[src/rtl/dtc_pkg.sv]
package dtc_pkg;
   typedef enum logic [2:0] {
      FLT_NONE    = 3'd0,
      FLT_ALIGN   = 3'd1,
      FLT_PAGE    = 3'd2,
      FLT_ACV     = 3'd3,
      FLT_PT_MISS = 3'd4,
      FLT_MISS    = 3'd5,
      FLT_MCHK    = 3'd6
   } dtc_fault_e;

   localparam int ST_WR    = 0;
   localparam int ST_BADVA = 1;
   localparam int ST_ACV   = 2;
   localparam int ST_MISS  = 3;
   localparam int ST_FOR   = 4;
   localparam int ST_FOW   = 5;
   localparam int ST_W     = 6;

   typedef logic [ST_W-1:0] dtc_stat_t;
endpackage

[src/rtl/dtc_mode_sel.sv]
module dtc_mode_sel #(
   parameter int MW = 2
) (
   input  logic          priv_pc,
   input  logic          alt_req,
   input  logic [MW-1:0] alt_mode,
   input  logic [MW-1:0] cur_mode,
   output logic [MW-1:0] eff_mode
);
   always_comb begin
      if (priv_pc) eff_mode = alt_req ? alt_mode : '0;
      else         eff_mode = cur_mode;
   end
endmodule

[src/rtl/dtc_perm_eval.sv]
module dtc_perm_eval
   import dtc_pkg::*;
#(
   parameter int MW = 2,
   localparam int NM = 1 << MW
) (
   input  logic          is_store,
   input  logic [MW-1:0] mode,
   input  logic [NM-1:0] rd_en,
   input  logic [NM-1:0] wr_en,
   input  logic          fault_rd,
   input  logic          fault_wr,
   output logic          fault,
   output dtc_fault_e    code,
   output dtc_stat_t     stat
);
   logic allow;
   assign allow = is_store ? wr_en[mode] : rd_en[mode];

   always_comb begin
      fault = 1'b0;
      code  = FLT_NONE;
      stat  = '0;
      if (is_store) begin
         if (!allow) begin
            fault        = 1'b1;
            code         = FLT_PAGE;
            stat[ST_WR]  = 1'b1;
            stat[ST_ACV] = 1'b1;
            stat[ST_FOW] = fault_wr;
         end else if (fault_wr) begin
            fault        = 1'b1;
            code         = FLT_PAGE;
            stat[ST_WR]  = 1'b1;
            stat[ST_FOW] = 1'b1;
         end
      end else begin
         if (!allow) begin
            fault        = 1'b1;
            code         = FLT_ACV;
            stat[ST_ACV] = 1'b1;
            stat[ST_FOR] = fault_rd;
         end else if (fault_rd) begin
            fault        = 1'b1;
            code         = FLT_PAGE;
            stat[ST_FOR] = 1'b1;
         end
      end
   end
endmodule

[src/rtl/dtc_pa_final.sv]
module dtc_pa_final #(
   parameter int VA_W       = 64,
   parameter int PA_IMPL    = 44,
   parameter int UNC_BIT    = 43,
   parameter int UNC_CLR_LO = 35
) (
   input  logic [VA_W-1:0]    pa_in,
   output logic [PA_IMPL-1:0] pa_out,
   output logic               mchk,
   output logic               uncached
);
   localparam logic [PA_IMPL-1:0] CLR_MASK =
      (PA_IMPL'(1) << UNC_BIT) - (PA_IMPL'(1) << UNC_CLR_LO);

   if (UNC_BIT >= PA_IMPL || UNC_CLR_LO >= UNC_BIT) begin : g_bad_unc
      $error("dtc_pa_final: uncached bit field out of range");
   end
   if (PA_IMPL >= VA_W) begin : g_bad_pa
      $error("dtc_pa_final: physical range must be narrower than the address");
   end

   assign mchk     = |pa_in[VA_W-1:PA_IMPL];
   assign uncached = !mchk && pa_in[UNC_BIT];
   assign pa_out   = uncached ? (pa_in[PA_IMPL-1:0] & ~CLR_MASK) : pa_in[PA_IMPL-1:0];
endmodule

[src/rtl/dtc_xlate.sv]
module dtc_xlate
   import dtc_pkg::*;
#(
   parameter int          VA_W        = 64,
   parameter int          VA_IMPL     = 48,
   parameter int          PA_IMPL     = 44,
   parameter int          PAGE_SHIFT  = 13,
   parameter int          PPN_W       = 32,
   parameter int          MODE_W      = 2,
   parameter int          SIZE_W      = 2,
   parameter int          SP_TAG_W    = 7,
   parameter logic [6:0]  SP_TAG      = 7'h7E,
   parameter bit          SP_SIGN_EXT = 1'b1,
   parameter int          SP_EXT_BIT  = 40,
   parameter int          UNC_BIT     = 43,
   parameter int          UNC_CLR_LO  = 35
) (
   input  logic                     clk,
   input  logic                     rst_n,
   input  logic                     req_valid,
   input  logic [VA_W-1:0]          req_vaddr,
   input  logic [SIZE_W-1:0]        req_size,
   input  logic                     req_store,
   input  logic                     req_priv_pc,
   input  logic                     req_alt,
   input  logic                     req_phys,
   input  logic                     req_pt_fetch,
   input  logic [MODE_W-1:0]        alt_mode,
   input  logic [MODE_W-1:0]        cur_mode,
   input  logic                     tlb_hit,
   input  logic [PPN_W-1:0]         tlb_ppn,
   input  logic [(1<<MODE_W)-1:0]   tlb_rd_en,
   input  logic [(1<<MODE_W)-1:0]   tlb_wr_en,
   input  logic                     tlb_fault_rd,
   input  logic                     tlb_fault_wr,
   output logic                     rsp_valid,
   output logic [PA_IMPL-1:0]       rsp_paddr,
   output logic [2:0]               rsp_fault,
   output logic [ST_W-1:0]          rsp_status,
   output logic                     rsp_uncached,
   output logic                     rd_hit,
   output logic                     rd_miss,
   output logic                     rd_viol,
   output logic                     wr_hit,
   output logic                     wr_miss,
   output logic                     wr_viol
);
   localparam int NMODES    = 1 << MODE_W;
   localparam int ALIGN_W   = (1 << SIZE_W) - 1;
   localparam int SP_TAG_LO = VA_IMPL - SP_TAG_W;
   localparam logic [VA_W-1:0] IMPL_MASK = (VA_W'(1) << PA_IMPL) - VA_W'(1);
   localparam logic [VA_W-1:0] EXT_MASK  = IMPL_MASK & ~((VA_W'(1) << SP_EXT_BIT) - VA_W'(1));

   if (PPN_W + PAGE_SHIFT > VA_W) begin : g_bad_ppn
      $error("dtc_xlate: page number and offset exceed the address width");
   end
   if (SP_TAG_W > 7 || SP_TAG_LO <= SP_EXT_BIT) begin : g_bad_sp
      $error("dtc_xlate: superpage tag placement invalid");
   end
   if (VA_IMPL > VA_W || ALIGN_W >= PAGE_SHIFT) begin : g_bad_va
      $error("dtc_xlate: virtual range or size field invalid");
   end

   // ---- front checks ----
   logic [ALIGN_W-1:0] amask;
   logic               misalign, canon, in_sp;
   assign amask    = ALIGN_W'((32'd1 << req_size) - 32'd1);
   assign misalign = |(req_vaddr[ALIGN_W-1:0] & amask);
   assign in_sp    = (req_vaddr[VA_IMPL-1:SP_TAG_LO] == SP_TAG[SP_TAG_W-1:0]);

   if (VA_IMPL == VA_W) begin : g_canon_all
      assign canon = 1'b1;
   end else begin : g_canon_chk
      logic [VA_W-VA_IMPL:0] hi;
      assign hi    = req_vaddr[VA_W-1:VA_IMPL-1];
      assign canon = (&hi) || !(|hi);
   end

   // ---- superpage address ----
   logic [VA_W-1:0] sp_masked, sp_pa;
   assign sp_masked = req_vaddr & IMPL_MASK;
   if (SP_SIGN_EXT) begin : g_sp_ext
      assign sp_pa = sp_masked[SP_EXT_BIT] ? (sp_masked | EXT_MASK) : (sp_masked & ~EXT_MASK);
   end else begin : g_sp_plain
      assign sp_pa = sp_masked;
   end

   // ---- effective mode and permissions ----
   logic [MODE_W-1:0] eff_mode;
   dtc_mode_sel #(.MW(MODE_W)) u_mode (
      .priv_pc (req_priv_pc),
      .alt_req (req_alt),
      .alt_mode(alt_mode),
      .cur_mode(cur_mode),
      .eff_mode(eff_mode)
   );

   logic       perm_fault;
   dtc_fault_e perm_code;
   dtc_stat_t  perm_stat;
   dtc_perm_eval #(.MW(MODE_W)) u_perm (
      .is_store(req_store),
      .mode    (eff_mode),
      .rd_en   (tlb_rd_en),
      .wr_en   (tlb_wr_en),
      .fault_rd(tlb_fault_rd),
      .fault_wr(tlb_fault_wr),
      .fault   (perm_fault),
      .code    (perm_code),
      .stat    (perm_stat)
   );

   // ---- path selection ----
   logic [VA_W-1:0] pa_raw, tlb_pa;
   dtc_fault_e      path_f;
   dtc_stat_t       path_s;
   logic            ev_hit, ev_miss, ev_viol;
   assign tlb_pa = VA_W'({tlb_ppn, req_vaddr[PAGE_SHIFT-1:0]});

   always_comb begin
      pa_raw  = req_vaddr;
      path_f  = FLT_NONE;
      path_s  = '0;
      ev_hit  = 1'b0;
      ev_miss = 1'b0;
      ev_viol = 1'b0;
      if (misalign) begin
         path_f        = FLT_ALIGN;
         path_s[ST_WR] = req_store;
      end else if (req_phys) begin
         pa_raw = req_vaddr;
      end else if (!canon) begin
         path_f           = FLT_PAGE;
         path_s[ST_WR]    = req_store;
         path_s[ST_BADVA] = 1'b1;
         path_s[ST_ACV]   = 1'b1;
         ev_viol          = 1'b1;
      end else if (in_sp) begin
         if (cur_mode != '0) begin
            path_f         = FLT_ACV;
            path_s[ST_WR]  = req_store;
            path_s[ST_ACV] = 1'b1;
            ev_viol        = 1'b1;
         end else begin
            pa_raw = sp_pa;
            ev_hit = 1'b1;
         end
      end else if (!tlb_hit) begin
         path_f          = req_pt_fetch ? FLT_PT_MISS : FLT_MISS;
         path_s[ST_WR]   = req_store;
         path_s[ST_MISS] = 1'b1;
         ev_miss         = 1'b1;
      end else begin
         pa_raw = tlb_pa;
         if (perm_fault) begin
            path_f  = perm_code;
            path_s  = perm_stat;
            ev_viol = 1'b1;
         end else begin
            ev_hit = 1'b1;
         end
      end
   end

   // ---- final physical checks ----
   logic [PA_IMPL-1:0] pa_fin;
   logic               pa_mchk, pa_unc;
   dtc_pa_final #(
      .VA_W(VA_W), .PA_IMPL(PA_IMPL), .UNC_BIT(UNC_BIT), .UNC_CLR_LO(UNC_CLR_LO)
   ) u_fin (
      .pa_in   (pa_raw),
      .pa_out  (pa_fin),
      .mchk    (pa_mchk),
      .uncached(pa_unc)
   );

   dtc_fault_e fin_f;
   logic       ok;
   assign fin_f = (path_f == FLT_NONE && pa_mchk) ? FLT_MCHK : path_f;
   assign ok    = (fin_f == FLT_NONE);

   always_ff @(posedge clk) begin
      if (!rst_n) begin
         rsp_valid    <= 1'b0;
         rsp_paddr    <= '0;
         rsp_fault    <= '0;
         rsp_status   <= '0;
         rsp_uncached <= 1'b0;
         rd_hit       <= 1'b0;
         rd_miss      <= 1'b0;
         rd_viol      <= 1'b0;
         wr_hit       <= 1'b0;
         wr_miss      <= 1'b0;
         wr_viol      <= 1'b0;
      end else begin
         rsp_valid    <= req_valid;
         rsp_paddr    <= (req_valid && ok) ? pa_fin : '0;
         rsp_fault    <= req_valid ? fin_f : FLT_NONE;
         rsp_status   <= req_valid ? path_s : '0;
         rsp_uncached <= req_valid && ok && pa_unc;
         rd_hit       <= req_valid && !req_store && ev_hit;
         rd_miss      <= req_valid && !req_store && ev_miss;
         rd_viol      <= req_valid && !req_store && ev_viol;
         wr_hit       <= req_valid && req_store && ev_hit;
         wr_miss      <= req_valid && req_store && ev_miss;
         wr_viol      <= req_valid && req_store && ev_viol;
      end
   end
endmodule

[config.mk]
export PLATFORM = sky130hd
export DESIGN_NAME = dtc_xlate
export DESIGN_NICKNAME = d
export VERILOG_FILES = /design/src/rtl/dtc_pkg.sv /design/src/rtl/dtc_mode_sel.sv /design/src/rtl/dtc_perm_eval.sv /design/src/rtl/dtc_pa_final.sv /design/src/rtl/dtc_xlate.sv
export SDC_FILE = /design/constraint.sdc
export NUM_CORES = 1
export LEC_CHECK = 0
export ABC_AREA = 1
export BUFFER_PORTS_ARGS = -buffer_cell sky130_fd_sc_hd__buf_2
export CAP_MARGIN = 20
export CORE_MARGIN = 4
export CORE_UTILIZATION = 35
export CTS_BUF_LIST = sky130_fd_sc_hd__clkbuf_4 sky130_fd_sc_hd__clkbuf_8
export DETAILED_ROUTE_END_ITERATION = 16
export PLACE_DENSITY = 0.81
export SYNTH_ARGS = -nofsm -noshare
export SYNTH_HDL_FRONTEND = slang
export SYNTH_SLANG_ARGS = --single-unit
[constraint.sdc]
create_clock -name clk -period 1.3 [get_ports clk]
set_input_delay 0.065 -clock clk [delete_from_list [all_inputs] [get_ports clk]]
set_output_delay 0.065 -clock clk [all_outputs]
set_load 0.005 [all_outputs]
==> out/qor.csv <==
stage,metric,value,unit
route,vias per cell,4.80,
layout,fraction of layout cells with a size suffix above 1,54.7,%
synthesis,Post-synth ARST share,0,%
floorplan,Core Area,7370,sq um
layout,Finished Layout Cells,773,
layout,synth-to-layout area growth,106,%
min_path,Worst Hold Class,in2reg,
route,Antenna Nets Post-Route,0,
timing,Final min period,1500,ps
layout,most frequent cells in the layout,"buf_2, nand2_1, dfxtp_1, dlygate4sd3_1, buf_4",
layout,Diodes inserted,0,
floorplan,die width,95.7,um
run_status,status,"complete, but fails checks",
pwr,Psw,1130,uW
synthesis,post-synth cell types,28,
worst_setup_path,Worst path slowest cell,and2_4,
floorplan,row count,31,
cts,CTS clock-pin slew for the worst setup and hold paths,60,ps
cts,total CTS buffers,9,
synthesis,syn nets,490,
worst_setup_path,CP endpoint kind,flip-flop,
worst_setup_path,Crit path max-delay family,simple AND/OR/NAND/NOR gates,
layout,"most common cell after layout, fill and taps aside",buf_2,
worst_setup_path,CP Cell Sequence,"buf_6, nand2_2, nor2_2, nand2_2, nor2_2, buf_4, nand3_1, and2_4, a21oi_2, nand2_2, nand2_2, nand4_4, buf_12, buf_12, nor3_4",
synthesis,Post-Syn Area,2690,sq um
worst_setup_path,CP Max Fanout,6,
global_route,vias in the first global route,3716,
layout,Biggest register,rsp_paddr,
route,DR vias,3713,
worst_setup_path,kind of critical path,in2reg,
route,wire per inst,15.4,um
min_path,Worst Hold Path Cells,3,
worst_setup_path,CP peak stage delay,170,ps
global_route,Overflow after GRT,0,
route,drt drc,0,
synthesis,"area leader, netlist",dfxtp_1,
pwr,Net Sw Frac,23.4,%
timing,final worst slack,-204,ps
worst_setup_path,crit start category,primary input,
timing,Setup-failing EPs final,46,
synthesis,"flops & latches, synth",61,
placed_design,number of buffers added on ports,181,
floorplan,Die Area,9150,sq um
cts,CTS tree,built,
worst_setup_path,Critical Path AT,1770,ps
pwr,Internal,3710,uW
floorplan,height of the die,95.7,um
timing,WHS,14.2,ps
synthesis,Post-synth EDFFs,0,
cts,H-tree Lvls,3,
layout,Largest regs,"rsp_paddr x44, rsp_status x6, rsp_fault x3",
layout,# nets final,791,
route,1st-iter DRT viols,98,
min_path,hold wc startpoint,req_store,
timing,Tightest Pin Transition,505,ps
pwr,Sequential Power Share,39.6,%
placed_design,placed cells,676,
layout,max reg flops,44,
timing,RSZ-0062 raised after global routing,true,
synthesis,main area contributors after synthesis,"dfxtp_1, nand2_1, a21oi_2",
worst_setup_path,Most Frequent Cell on Critical Path,nand2_2,
worst_setup_path,CP Data Required Time,1560,ps
pwr,clock power share,41.1,%
run_status,failing checks,setup timing,
worst_setup_path,CP Buf/Inv Count,4,
route,Pre-Repair DR Iteration Count,4,
min_path,Hold Path End,rd_miss$_SDFF_PN0_,
synthesis,Ys Warns,0,
route,wire length after detailed routing,11.9,mm
synthesis,"Avg Cell Area, Syn",7.29,sq um
timing,fmax,665,MHz
timing,final hold violation count,0,
pwr,worst vdd ir,515,uV
timing,Final Max Tran Viols,0,
cts,clk buf depth,2,
timing,Slew HR,66.3,%
cts,clk sinks,61,
timing,Final Cycle Share,116,%
synthesis,sequential area share after synthesis,45.4,%
floorplan,I/O pin count,182,
cts,root buf cell,clkbuf_8,
synthesis,most common flop cell mapped by yosys,dfxtp_1,
pwr,pwr dens,872,nW/um^2
synthesis,synthesized instance count,369,
pwr,combinational power share,19.3,%
placed_design,GPL Wtd Cong,0.929,
synthesis,Yosys top cell area share,45.4,%
global_route,Overall Global Routing Usage,23.6,%
run,Max Cap Viol,0,
pwr,P_leak,0.00286,uW
global_route,first-pass GRT wire length,16.5,mm
placed_design,HPWL Detailed,7.08,mm
global_route,pin count of the biggest net entering global routing,29,
global_route,initial antenna violation count,1,
floorplan,Initial Utilization,36.5,%
## power by group through the flow
stage                     Sequential [uW]  Clock [uW]  Combinational, uW
after floorplan                      1960           0                230
after global placement               1960           0                564
after detailed placement             1960           0                582
after CTS                            1920        2000                828
after global routing                 1920        2110                998
final                                1920        1990                933
## layer usage
| layer | wire length (um) | vias to the layer above | GRT usage (%) |
|---|---|---|---|
| met5 | 7 | - | 0 |
| met4 | 544 | 2 | 12.2 |
| met3 | 955 | 56 | 6.79 |
| met2 | 6420 | 189 | 45.1 |
| met1 | 4010 | 1702 | 22.5 |
| li1 | - | 1764 | - |
## cells in the mapped netlist (2+ instances only)
cell,instances
nor2_2,2
nand2_2,5
clkbuf_1,4
dfxtp_1,61
nor4_1,3
nand2_1,117
and2_1,2
o21ai_0,4
nor3_1,8
nor2_1,49
nand4_1,2
nand3_1,23
inv_1,41
a21oi_2,24
a221oi_1,2
nand3_2,2
nor3_2,4
a21oi_1,4
buf_6,3
## cell families (layout without fill, tap and decap cells)
kind of cell / after synthesis / after routing / synth area share, %
AND/OR/NAND/NOR: 220 / 220 / 35.7
flip-flops: 61 / 61 / 45.4
buffers and inverters: 51 / 356 / 8.14
AO/OA/AOI/OAI: 37 / 37 / 10.7
## what timing repair did
| item | in CTS | in global routing |
|---|---|---|
| endpoints found under the setup margin | 46 | 51 |
| gates cloned | 3 | 1 |
| resized for setup | 52 | 71 |
| hold endpoints to repair | 34 | 0 |
| hold buffers | 55 | 0 |
| setup buffers | 19 | 5 |
| pin swaps | 17 | 30 |
## worst max-delay path by stage
stage / endpoint / slack, ps / from / cells past startpoint
global route: rsp_paddr[37]$_SDFF_PP0_ / -330 / req_vaddr[62] / 15
global placement: rsp_paddr[41]$_SDFF_PP0_ / -410 / req_vaddr[41] / 12
finish: rsp_paddr[37]$_SDFF_PP0_ / -200 / req_vaddr[62] / 15
floorplan: rsp_paddr[38]$_SDFF_PP0_ / -150 / req_vaddr[56] / 13
detailed placement: rsp_paddr[35]$_SDFF_PP0_ / -510 / req_vaddr[53] / 13
CTS: rsp_paddr[41]$_SDFF_PP0_ / -100 / req_vaddr[41] / 15
## area by class of cell
cell class,count,area [sq um]
clock inverters,5,100
flip-flops and latches,61,1220
clock buffers,10,131
repair buffers,299,2190
multi-input cells,257,1630
well taps,99,124
inverters,42,163
fillers,532,1820
## metrics by stage
stage	worst slack [ps]	cell area (sq um)	power, uW	utilization, %	setup TNS, ps
6_report	-204	5550	4840	75.3	-7680
3_5_place_dp	-513	4000	2540	54.2	-21230
5_1_grt	-328	5550	5020	75.3	-12780
4_1_cts	-101	5230	4750	71.0	-2890
2_1_floorplan	-151	2740	2190	-	-6380
3_3_place_gp	-408	4000	2520	54.2	-18630
Power figures use the tool's default switching activity.
